$ cat src/rtl/cfg_req_pkg.sv
package cfg_req_pkg;
  localparam int DW_W   = 32;
  localparam int BEAT_W = 2 * DW_W;

  localparam logic [7:0] FT_RD_T0 = 8'h04;
  localparam logic [7:0] FT_WR_T0 = 8'h44;
  localparam logic [7:0] FT_RD_T1 = 8'h05;
  localparam logic [7:0] FT_WR_T1 = 8'h45;
  localparam logic [7:0] TAG_RD   = 8'h1D;
  localparam logic [7:0] TAG_WR   = 8'h10;

  localparam int BUSNUM_DWA = 'h18;  // dword holding the bus-number registers
  localparam int HIDDEN_DWA = 'h10;  // first base-address dword of the root device

  typedef struct packed {
    logic [DW_W-1:0] dw0;
    logic [DW_W-1:0] dw1;
    logic [DW_W-1:0] dw2;
    logic [DW_W-1:0] pay;
    logic            three;
  } cfg_pkt_t;
endpackage

$ cat src/rtl/cfg_hdr_build.sv
module cfg_hdr_build
  import cfg_req_pkg::*;
#(
  parameter int OFF_W = 12
) (
  input  logic             write_i,
  input  logic [7:0]       bus_i,
  input  logic [7:0]       root_i,
  input  logic [7:0]       devfn_i,
  input  logic [OFF_W-1:0] offset_i,
  input  logic [1:0]       size_i,
  input  logic [DW_W-1:0]  wdata_i,
  output logic [OFF_W-1:0] dw_addr_o,
  output cfg_pkt_t         pkt_o
);
  localparam int PAD_W = 16 - OFF_W;

  logic [7:0]      be;
  logic [DW_W-1:0] data;
  logic [4:0]      sh;
  logic [7:0]      fmt;

  assign dw_addr_o = {offset_i[OFF_W-1:2], 2'b00};
  assign sh        = {offset_i[1:0], 3'b000};

  always_comb begin
    unique case (size_i)
      2'd0: begin
        be   = 8'h01 << offset_i[1:0];
        data = {24'h0, wdata_i[7:0]} << sh;
      end
      2'd1: begin
        be   = 8'h03 << offset_i[1:0];
        data = {16'h0, wdata_i[15:0]} << sh;
      end
      default: begin
        be   = 8'h0F;
        data = wdata_i;
      end
    endcase
  end

  always_comb begin
    if (bus_i == root_i) fmt = write_i ? FT_WR_T0 : FT_RD_T0;
    else                 fmt = write_i ? FT_WR_T1 : FT_RD_T1;
  end

  assign pkt_o.dw0   = {fmt, 24'h000001};
  assign pkt_o.dw1   = {root_i, 8'h00, (write_i ? TAG_WR : TAG_RD), be};
  assign pkt_o.dw2   = {bus_i, devfn_i, {PAD_W{1'b0}}, dw_addr_o};
  assign pkt_o.pay   = write_i ? data : '0;
  // quadword-aligned writes put the data dword in its own beat
  assign pkt_o.three = write_i && !dw_addr_o[2];
endmodule

$ cat src/rtl/cfg_req_filter.sv
module cfg_req_filter
  import cfg_req_pkg::*;
#(
  parameter int OFF_W = 12
) (
  input  logic [7:0]       bus_i,
  input  logic [7:0]       root_i,
  input  logic [7:0]       devfn_i,
  input  logic [OFF_W-1:0] dw_addr_i,
  input  logic             link_up_i,
  output logic             reject_o
);
  logic on_root;
  logic bad_dev;
  logic hidden;

  assign on_root  = bus_i == root_i;
  assign bad_dev  = devfn_i[7:3] != 5'd0;
  assign hidden   = (devfn_i == 8'd0) && (dw_addr_i == OFF_W'(HIDDEN_DWA));
  assign reject_o = on_root ? (bad_dev || hidden) : !link_up_i;
endmodule

$ cat src/rtl/cfg_beat_seq.sv
module cfg_beat_seq
  import cfg_req_pkg::*;
(
  input  logic              clk_i,
  input  logic              rst_ni,
  input  logic              load_i,
  input  cfg_pkt_t          pkt_i,
  input  logic              beat_ready_i,
  output logic              busy_o,
  output logic [BEAT_W-1:0] beat_data_o,
  output logic              beat_sop_o,
  output logic              beat_eop_o
);
  localparam int NB    = 3;
  localparam int IDX_W = $clog2(NB);

  logic [BEAT_W-1:0] beat_q [NB];
  logic [IDX_W-1:0]  idx_q;
  logic [IDX_W-1:0]  last_q;
  logic              busy_q;

  always_ff @(posedge clk_i or negedge rst_ni) begin
    if (!rst_ni) begin
      busy_q <= 1'b0;
      idx_q  <= '0;
      last_q <= '0;
      for (int i = 0; i < NB; i++) beat_q[i] <= '0;
    end else if (load_i) begin
      busy_q    <= 1'b1;
      idx_q     <= '0;
      beat_q[0] <= {pkt_i.dw1, pkt_i.dw0};
      if (pkt_i.three) begin
        beat_q[1] <= {{DW_W{1'b0}}, pkt_i.dw2};
        beat_q[2] <= {{DW_W{1'b0}}, pkt_i.pay};
        last_q    <= IDX_W'(2);
      end else begin
        beat_q[1] <= {pkt_i.pay, pkt_i.dw2};
        beat_q[2] <= '0;
        last_q    <= IDX_W'(1);
      end
    end else if (busy_q && beat_ready_i) begin
      if (idx_q == last_q) busy_q <= 1'b0;
      else                 idx_q  <= idx_q + IDX_W'(1);
    end
  end

  assign busy_o      = busy_q;
  assign beat_data_o = beat_q[idx_q];
  assign beat_sop_o  = busy_q && (idx_q == '0);
  assign beat_eop_o  = busy_q && (idx_q == last_q);
endmodule

$ cat src/rtl/cfg_req_gen.sv
module cfg_req_gen
  import cfg_req_pkg::*;
#(
  parameter int         OFF_W    = 12,
  parameter logic [7:0] ROOT_RST = 8'h00
) (
  input  logic              clk_i,
  input  logic              rst_ni,
  input  logic              req_valid_i,
  output logic              req_ready_o,
  input  logic              req_write_i,
  input  logic [7:0]        req_bus_i,
  input  logic [7:0]        req_devfn_i,
  input  logic [OFF_W-1:0]  req_offset_i,
  input  logic [1:0]        req_size_i,
  input  logic [DW_W-1:0]   req_wdata_i,
  input  logic              link_up_i,
  output logic              beat_valid_o,
  input  logic              beat_ready_i,
  output logic [BEAT_W-1:0] beat_data_o,
  output logic              beat_sop_o,
  output logic              beat_eop_o,
  output logic              rej_valid_o,
  output logic [DW_W-1:0]   rej_data_o,
  output logic [7:0]        root_bus_o
);
  logic [7:0]       root_q;
  logic             rej_q;
  logic [DW_W-1:0]  rej_data_q;
  logic [OFF_W-1:0] dw_addr;
  logic             reject;
  logic             busy;
  logic             accept;
  logic             load;
  cfg_pkt_t         pkt;

  cfg_hdr_build #(.OFF_W(OFF_W)) u_hdr (
    .write_i   (req_write_i),
    .bus_i     (req_bus_i),
    .root_i    (root_q),
    .devfn_i   (req_devfn_i),
    .offset_i  (req_offset_i),
    .size_i    (req_size_i),
    .wdata_i   (req_wdata_i),
    .dw_addr_o (dw_addr),
    .pkt_o     (pkt)
  );

  cfg_req_filter #(.OFF_W(OFF_W)) u_filt (
    .bus_i     (req_bus_i),
    .root_i    (root_q),
    .devfn_i   (req_devfn_i),
    .dw_addr_i (dw_addr),
    .link_up_i (link_up_i),
    .reject_o  (reject)
  );

  cfg_beat_seq u_seq (
    .clk_i        (clk_i),
    .rst_ni       (rst_ni),
    .load_i       (load),
    .pkt_i        (pkt),
    .beat_ready_i (beat_ready_i),
    .busy_o       (busy),
    .beat_data_o  (beat_data_o),
    .beat_sop_o   (beat_sop_o),
    .beat_eop_o   (beat_eop_o)
  );

  assign accept = req_valid_i && !busy;
  assign load   = accept && !reject;

  always_ff @(posedge clk_i or negedge rst_ni) begin
    if (!rst_ni) begin
      root_q     <= ROOT_RST;
      rej_q      <= 1'b0;
      rej_data_q <= '0;
    end else begin
      rej_q      <= accept && reject;
      rej_data_q <= (accept && reject && !req_write_i) ? '1 : '0;
      if (load && req_write_i && (req_bus_i == root_q) &&
          (dw_addr == OFF_W'(BUSNUM_DWA)))
        root_q <= pkt.pay[7:0];
    end
  end

  assign req_ready_o  = !busy;
  assign beat_valid_o = busy;
  assign rej_valid_o  = rej_q;
  assign rej_data_o   = rej_data_q;
  assign root_bus_o   = root_q;
endmodule

$ cat config.mk
export PLATFORM = sky130hd
export DESIGN_NAME = cfg_req_gen
export DESIGN_NICKNAME = d
export VERILOG_FILES = /design/src/rtl/cfg_req_pkg.sv /design/src/rtl/cfg_hdr_build.sv /design/src/rtl/cfg_req_filter.sv /design/src/rtl/cfg_beat_seq.sv /design/src/rtl/cfg_req_gen.sv
export SDC_FILE = /design/constraint.sdc
export NUM_CORES = 1
export LEC_CHECK = 0
export BUFFER_PORTS_ARGS = -buffer_cell sky130_fd_sc_hd__buf_4
export CAP_MARGIN = 25
export CELL_PAD_IN_SITES_DETAIL_PLACEMENT = 1
export CELL_PAD_IN_SITES_GLOBAL_PLACEMENT = 2
export CORE_UTILIZATION = 33
export DETAILED_ROUTE_END_ITERATION = 8
export PLACE_DENSITY = 0.82
export SETUP_SLACK_MARGIN = 0.05
export SKIP_CTS_REPAIR_TIMING = 1
export SKIP_LAST_GASP = 1
export SLEW_MARGIN = 5
export SYNTH_ARGS = -nofsm -noshare
export SYNTH_HDL_FRONTEND = slang
export SYNTH_SLANG_ARGS = --single-unit
$ cat constraint.sdc
create_clock -name clk_i -period 2.5 [get_ports clk_i]
set_input_delay 0.25 -clock clk_i [delete_from_list [all_inputs] [get_ports clk_i]]
set_output_delay 0.25 -clock clk_i [all_outputs]
set_load 0.02 [all_outputs]
---- Word level (Yosys, flattened, before mapping) ----
Index checks and enable logic that the tools add are counted.
word-level totals
  register bits after elaboration ......... 207
  input bits .............................. 68
  output and inout port bits .............. 109
  word-level logic and storage cells ...... 68
cells by class
  add/sub/neg operators ................... 1
  magnitude comparators ................... 1
  equal/unequal tests ..................... 6
  shifts and indexed selects .............. 4
  mux-type cells .......................... 20
  bitwise gates (word level) .............. 1
  reductions and logical operators ........ 26
operators with widths
  kind                                                  number
  binary-select mux 64 bit (select 2 bit)               1
  two-way mux 128 bit                                   1
  two-way mux 64 bit                                    2
  two-way mux 32 bit                                    2
  case mux 32 bit (2 select lines)                      1
  << shifter 16 x 5 -> 32 bit                           1
  << shifter 8 x 5 -> 32 bit                            1
  equality test 10 x 3 -> 1 bit, second input constant  2
  case mux 8 bit (2 select lines)                       1
  two-way mux 7 bit                                     2
  logical AND 1 bit                                     12
  equality test 8 bit                                   1
  logical NOT 8 bit                                     1
  two-way mux 2 bit                                     4
  two-way mux 8 bit                                     1
  << shifter 1 x 2 -> 8 bit, first input constant       1
  << shifter 2 x 2 -> 8 bit, first input constant       1
  logical NOT 1 bit                                     5
  nonzero test 5 bit                                    1
  logical NOT 2 bit                                     2
  two-way mux 1 bit                                     4
  two-way mux 4 bit                                     1
  AND reduction 2 bit                                   2
  nonzero test 2 bit                                    2
  7 further kinds                                       7

---- Longest topological paths before layout ----
  depth after elaboration ................. 9
  gate-level depth with buffers ........... 8
  gate-level depth less buffers ........... 5

---- Cells and area by module ----
A second synthesis with hierarchy kept.
second synthesis, totals
  cells, all modules ...................... 951
  area total of the unflattened synthesis .. 9900.7 um2
by module, submodules not included
  module          times used  cells each  area an instance (um2)  seq. area each (um2)
  cfg_beat_seq    1           636         7557.2                  4129.0
  cfg_hdr_build   1           222         1431.4                  0.0
  cfg_req_gen     1           73          750.7                   250.2
  cfg_req_filter  1           20          161.4                   0.0

---- Least setup slack after synthesis ----
No wires, ideal clock.
  path type ............................... register to register
  start ................................... register root_q[6], in the netlist root_bus_o[6]
  end ..................................... register u_seq.beat_q[75] in the netlist's numbering
  setup time .............................. 128 ps
  data arrival time ....................... 2113 ps
  data required time ...................... 2372 ps
  slack ................................... 260 ps
  stages on the path, launching flop included .. 9
  path buffers ............................ 3
  period minus slack after synthesis ...... 2240 ps
  path through ............................ dfrtp_1 xnor2_1 nand4_1 or4b_1 buf_2 a21oi_2 buf_4 buf_6 mux2_1
between the ends
  word-level cells in the longest chain between the ends .. 4
RTL lines
  item                      line                  source
  start: declaration        cfg_req_gen.sv:27     logic [7:0] root_q;
  start signal: assignment  cfg_req_gen.sv:83     root_q <= pkt.pay[7:0];
  equality test 8 bit       cfg_req_filter.sv:17  assign on_root = bus_i == root_i;
  two-way mux 1 bit         cfg_req_filter.sv:20  assign reject_o = on_root ? (bad_dev || hidden) : !link_up_i;
  logical NOT 1 bit         cfg_req_gen.sv:71     assign load = accept && !reject;
  logical AND 1 bit         cfg_req_gen.sv:71
  end: declaration          cfg_beat_seq.sv:17    logic [BEAT_W-1:0] beat_q [NB];
Every way passes these cells.
A chain may end at the register's enable or synchronous reset.

---- Worst setup path after layout ----
  start ................................... register root_q[2], in the netlist root_bus_o[2]
  end ..................................... register u_seq.beat_q[121] in the netlist's numbering
The elaborated chain is that of the path after synthesis.

==> metrics list <==
- GR Util met1: 29.7%
- H-tree level count: 4
* Die Height: 142 µm
- Synthesis inferred 122 register bits.
* Count of routing violations after the opening detailed-route iteration: 234
* Placement row count: 50
* Quantity of I/O buffers inserted on ports: 176
* Power Internal: 0.00601 W
- After detailed routing, the number of vias per cell comes to 5.24.
* Effective utilization at floorplan: 34.1%
- IO Count: 177
- The floorplan step set the die width to 142 µm.
* Crit path max fanout: 14
- Average size of a mapped cell: 10.6 µm²
- Synthesized instance count: 613
* Clk sinks: 122
* Share of the yosys chip area belonging to registers: 47.0%
- Unrepaired setup endpoints after global routing: true
- The tool flagged a number of max-cap violations equal to 0.
- Once layout is complete, the utilization of the core stands at 46.3%.
- Clock tree from TritonCTS: done
* Reg clk slew, reported paths: 0.06 ns
* Status: finished, final reports clean
* Routability cong.: 0.869
- First-pass GRT wire length: 33800 µm
- Area of the die: 0.0202 mm²
- In this run the clock root is driven by a clkbuf_16.
- Drt drc: 0
* Top Usage Layer GRT: met2
* Period minus WS final: 2.49 ns
- The later pin in the worst-skew pair is clocked with a latency of 0.42 ns.
- The share of synthesized area in the top cell type comes to 47.0%.
- Post-synthesis net count: 682
- Overall global routing resource usage: 22.7%
* Fin. Hold Viols: 0
- Clock tree synthesis inserted a total of 17 buffers.
- Fraction of final layout cells with drive strength greater than 1: 37.1%
- For the worst setup path, the data arrival time is 2.79 ns.
- After routing the design area is 0.00881 mm².
* Maximum clock frequency: 402 MHz
- The Yosys step of the flow raised 0 warnings.
* Post-route antenna net violation count: 0
- Proportion of register bits with asynchronous set or reset after synthesis: 100%
- Entering global routing, the biggest net connects 51 pins.
- Routed wire length: 22600 µm
* Total inserted antenna cells: 0
- The worst register-to-register path has a setup slack of 0.01 ns.
* First-pass DRT Iterations: 4
- In this run the cell area of the synthesized design comes to 0.00649 mm².
- Grt ovf: 0
- Max Clock Skew: 0.00726 ns
* Maximum ir drop on the vdd rail: 0.535 mV
* Detailed-route via count: 5442
- Setup violations remaining at the end of the flow were counted as 0.
- Fill cells in the final layout number 2108.
- Proportion of total power due to net switching: 34.1%
* LEAKAGE: 4.35 nW
- The setup path with the least slack is of type register to register.
- Commonest cells in the netlist: 122 x dfrtp_1, 61 x a22o_1, 47 x nand2_1
- Power spread over the standard cell area amounts to 1040 mW/mm².
- In the final routed layout, each cell accounts on average for 21.7 µm.
- The tightest min-delay check is of the primary input to register type.
- Number of slew-limit violations in the final report: 0
- Per report_power, the combinational group accounts for 36.5% of the total.
- The largest total area in the synthesized netlist belongs to dfrtp_1.
- After the last flow step, the layout net total stands at 835.
- In the post-synthesis netlist, the cell with the most instances is dfrtp_1.
* Element type at the critical path start: register
- STA classifies the critical path endpoint as a register.
- The HPWL after detailed placement is 16100 µm.
- In this run, the clock network consumes 33.1% of the power.
* Global Route met3 Usage: 4.81%
* Power dissipated by switching net loads: 0.00311 W
- The share of total power dissipated in sequential elements is 30.4%.
- Main area contributors after synthesis: dfrtp_1 47%, a22o_1 8.2%, mux2_1 5.6%
* Final TNS setup: 0 ns
* Met2 Usage GRT: 36.6%
- Clock buffer depth: 2
- For this run, the leading register cell type out of synthesis is dfrtp_1.
- Area added between synthesis and finish: 35.8%
* Required time of the critical path: 2.80 ns
* Count of flip-flops with a built-in enable after synthesis: 0
- The number of global-route vias before repair was 5759.
- Period utilisation layout: 99.5%
- Once placement finished, the instance area stood at 0.00793 mm².
- At the pin with the least slew margin, the transition time is 0.852 ns.
- The number of antenna violations at the first check in global routing is 0.
* Relative slew slack: 43.2%
* Core area: 0.0190 mm²
- Distinct cell type count of the synthesized netlist: 43
critical path, stage by stage (launching register included):
cell and delay (ns):
dfrtp_2 0.44, xnor2_2 0.17, nand4_1 0.22, or4b_4 0.64, a21oi_4 0.20, buf_4 0.17
clkbuf_16 0.18, mux2_1 0.33
kinds of logic (layout without fill, tap and decap cells):
family	Yosys count	after routing	share of synthesized area (%)
AND/OR/NAND/NOR	147	147	11.0
AO/OA/AOI/OAI	122	122	14.1
flip-flops	122	122	47.0
buffers and inverters	112	278	9.70
adder cells (fa/ha/maj)	1	1	0.193
XOR/XNOR	11	11	1.48
multiplexers	98	98	16.5
through the flow:
stage | cells | hold WS [ns] | total power, W | setup WS, ns
detailed placement | 995 | 0.337 | 0.00605 | -0.0826
finish | 1039 | 0.0581 | 0.00912 | 0.0127
global placement | 995 | 0.329 | 0.00594 | 0.152
floorplan | 613 | -0.0456 | 0.00465 | 0.260
CTS | 1027 | -0.117 | 0.00911 | -0.0955
global route | 1039 | 0.0534 | 0.00952 | -0.0579
power groups by stage:
stage | clock, W | combinational (W) | sequential (W)
after CTS | 0.00307 | 0.00328 | 0.00277
after floorplan | 0 | 0.00196 | 0.00269
after detailed placement | 0 | 0.00326 | 0.00279
after global routing | 0.00314 | 0.00356 | 0.00282
after global placement | 0 | 0.00318 | 0.00276
final | 0.00302 | 0.00333 | 0.00277
metal layers:
| layer | vias to the layer above | wire length, µm |
|---|---|---|
| li1 | 2417 | - |
| met1 | 2769 | 9960 |
| met2 | 219 | 10700 |
| met3 | 37 | 1340 |
| met4 | 0 | 529 |
| met5 | - | 0 |
state kept, by name, summed over array words and instances, names as in the netlist:
name,count
rej_data_o,1
u_seq.idx_q,2
u_seq.last_q,2
rej_valid_o,1
u_seq.beat_q,107
u_seq.busy_o,1
root_bus_o,8
final timing paths:
path                                    from           endpoint  depth (start not counted)
max                            root_bus_o[2]  u_seq.beat_q[121]                          7
min                          req_offset_i[8]   u_seq.beat_q[72]                          2
max reg2reg                    root_bus_o[2]  u_seq.beat_q[121]                          7
min reg2reg                u_seq.beat_q[117]  u_seq.beat_q[117]                          1
max in group asynchronous             rst_ni   u_seq.beat_q[13]                          3
min in group asynchronous             rst_ni   u_seq.beat_q[99]                          2
area by class of cell:
cell class | count | area (µm²) | share of cell area, %
clock buffer | 20 | 447 | 5.07
tap | 260 | 325 | 3.69
multi-input combinational | 379 | 2850 | 32.4
sequential | 122 | 3060 | 34.7
inverter | 30 | 113 | 1.28
timing repair buffer | 216 | 1750 | 19.9
clock inverter | 12 | 268 | 3.04
placed cells by master, fill, tap and decap left out, types with 5 or more instances in the layout:
cell type / count
a21oi_1: 13
a22o_1: 61
a22oi_1: 16
and3_1: 23
buf_12: 7
buf_4: 205
bufinv_16: 8
clkbuf_16: 19
dfrtp_1: 119
inv_1: 29
mux2_1: 32
mux2_2: 29
mux2i_1: 34
nand2_1: 47
nand2b_1: 5
nor2_1: 32
nor2b_1: 14
nor3_1: 11
o21ai_0: 19
xnor2_1: 6
Note: power is estimated with default switching activity, not from simulation.
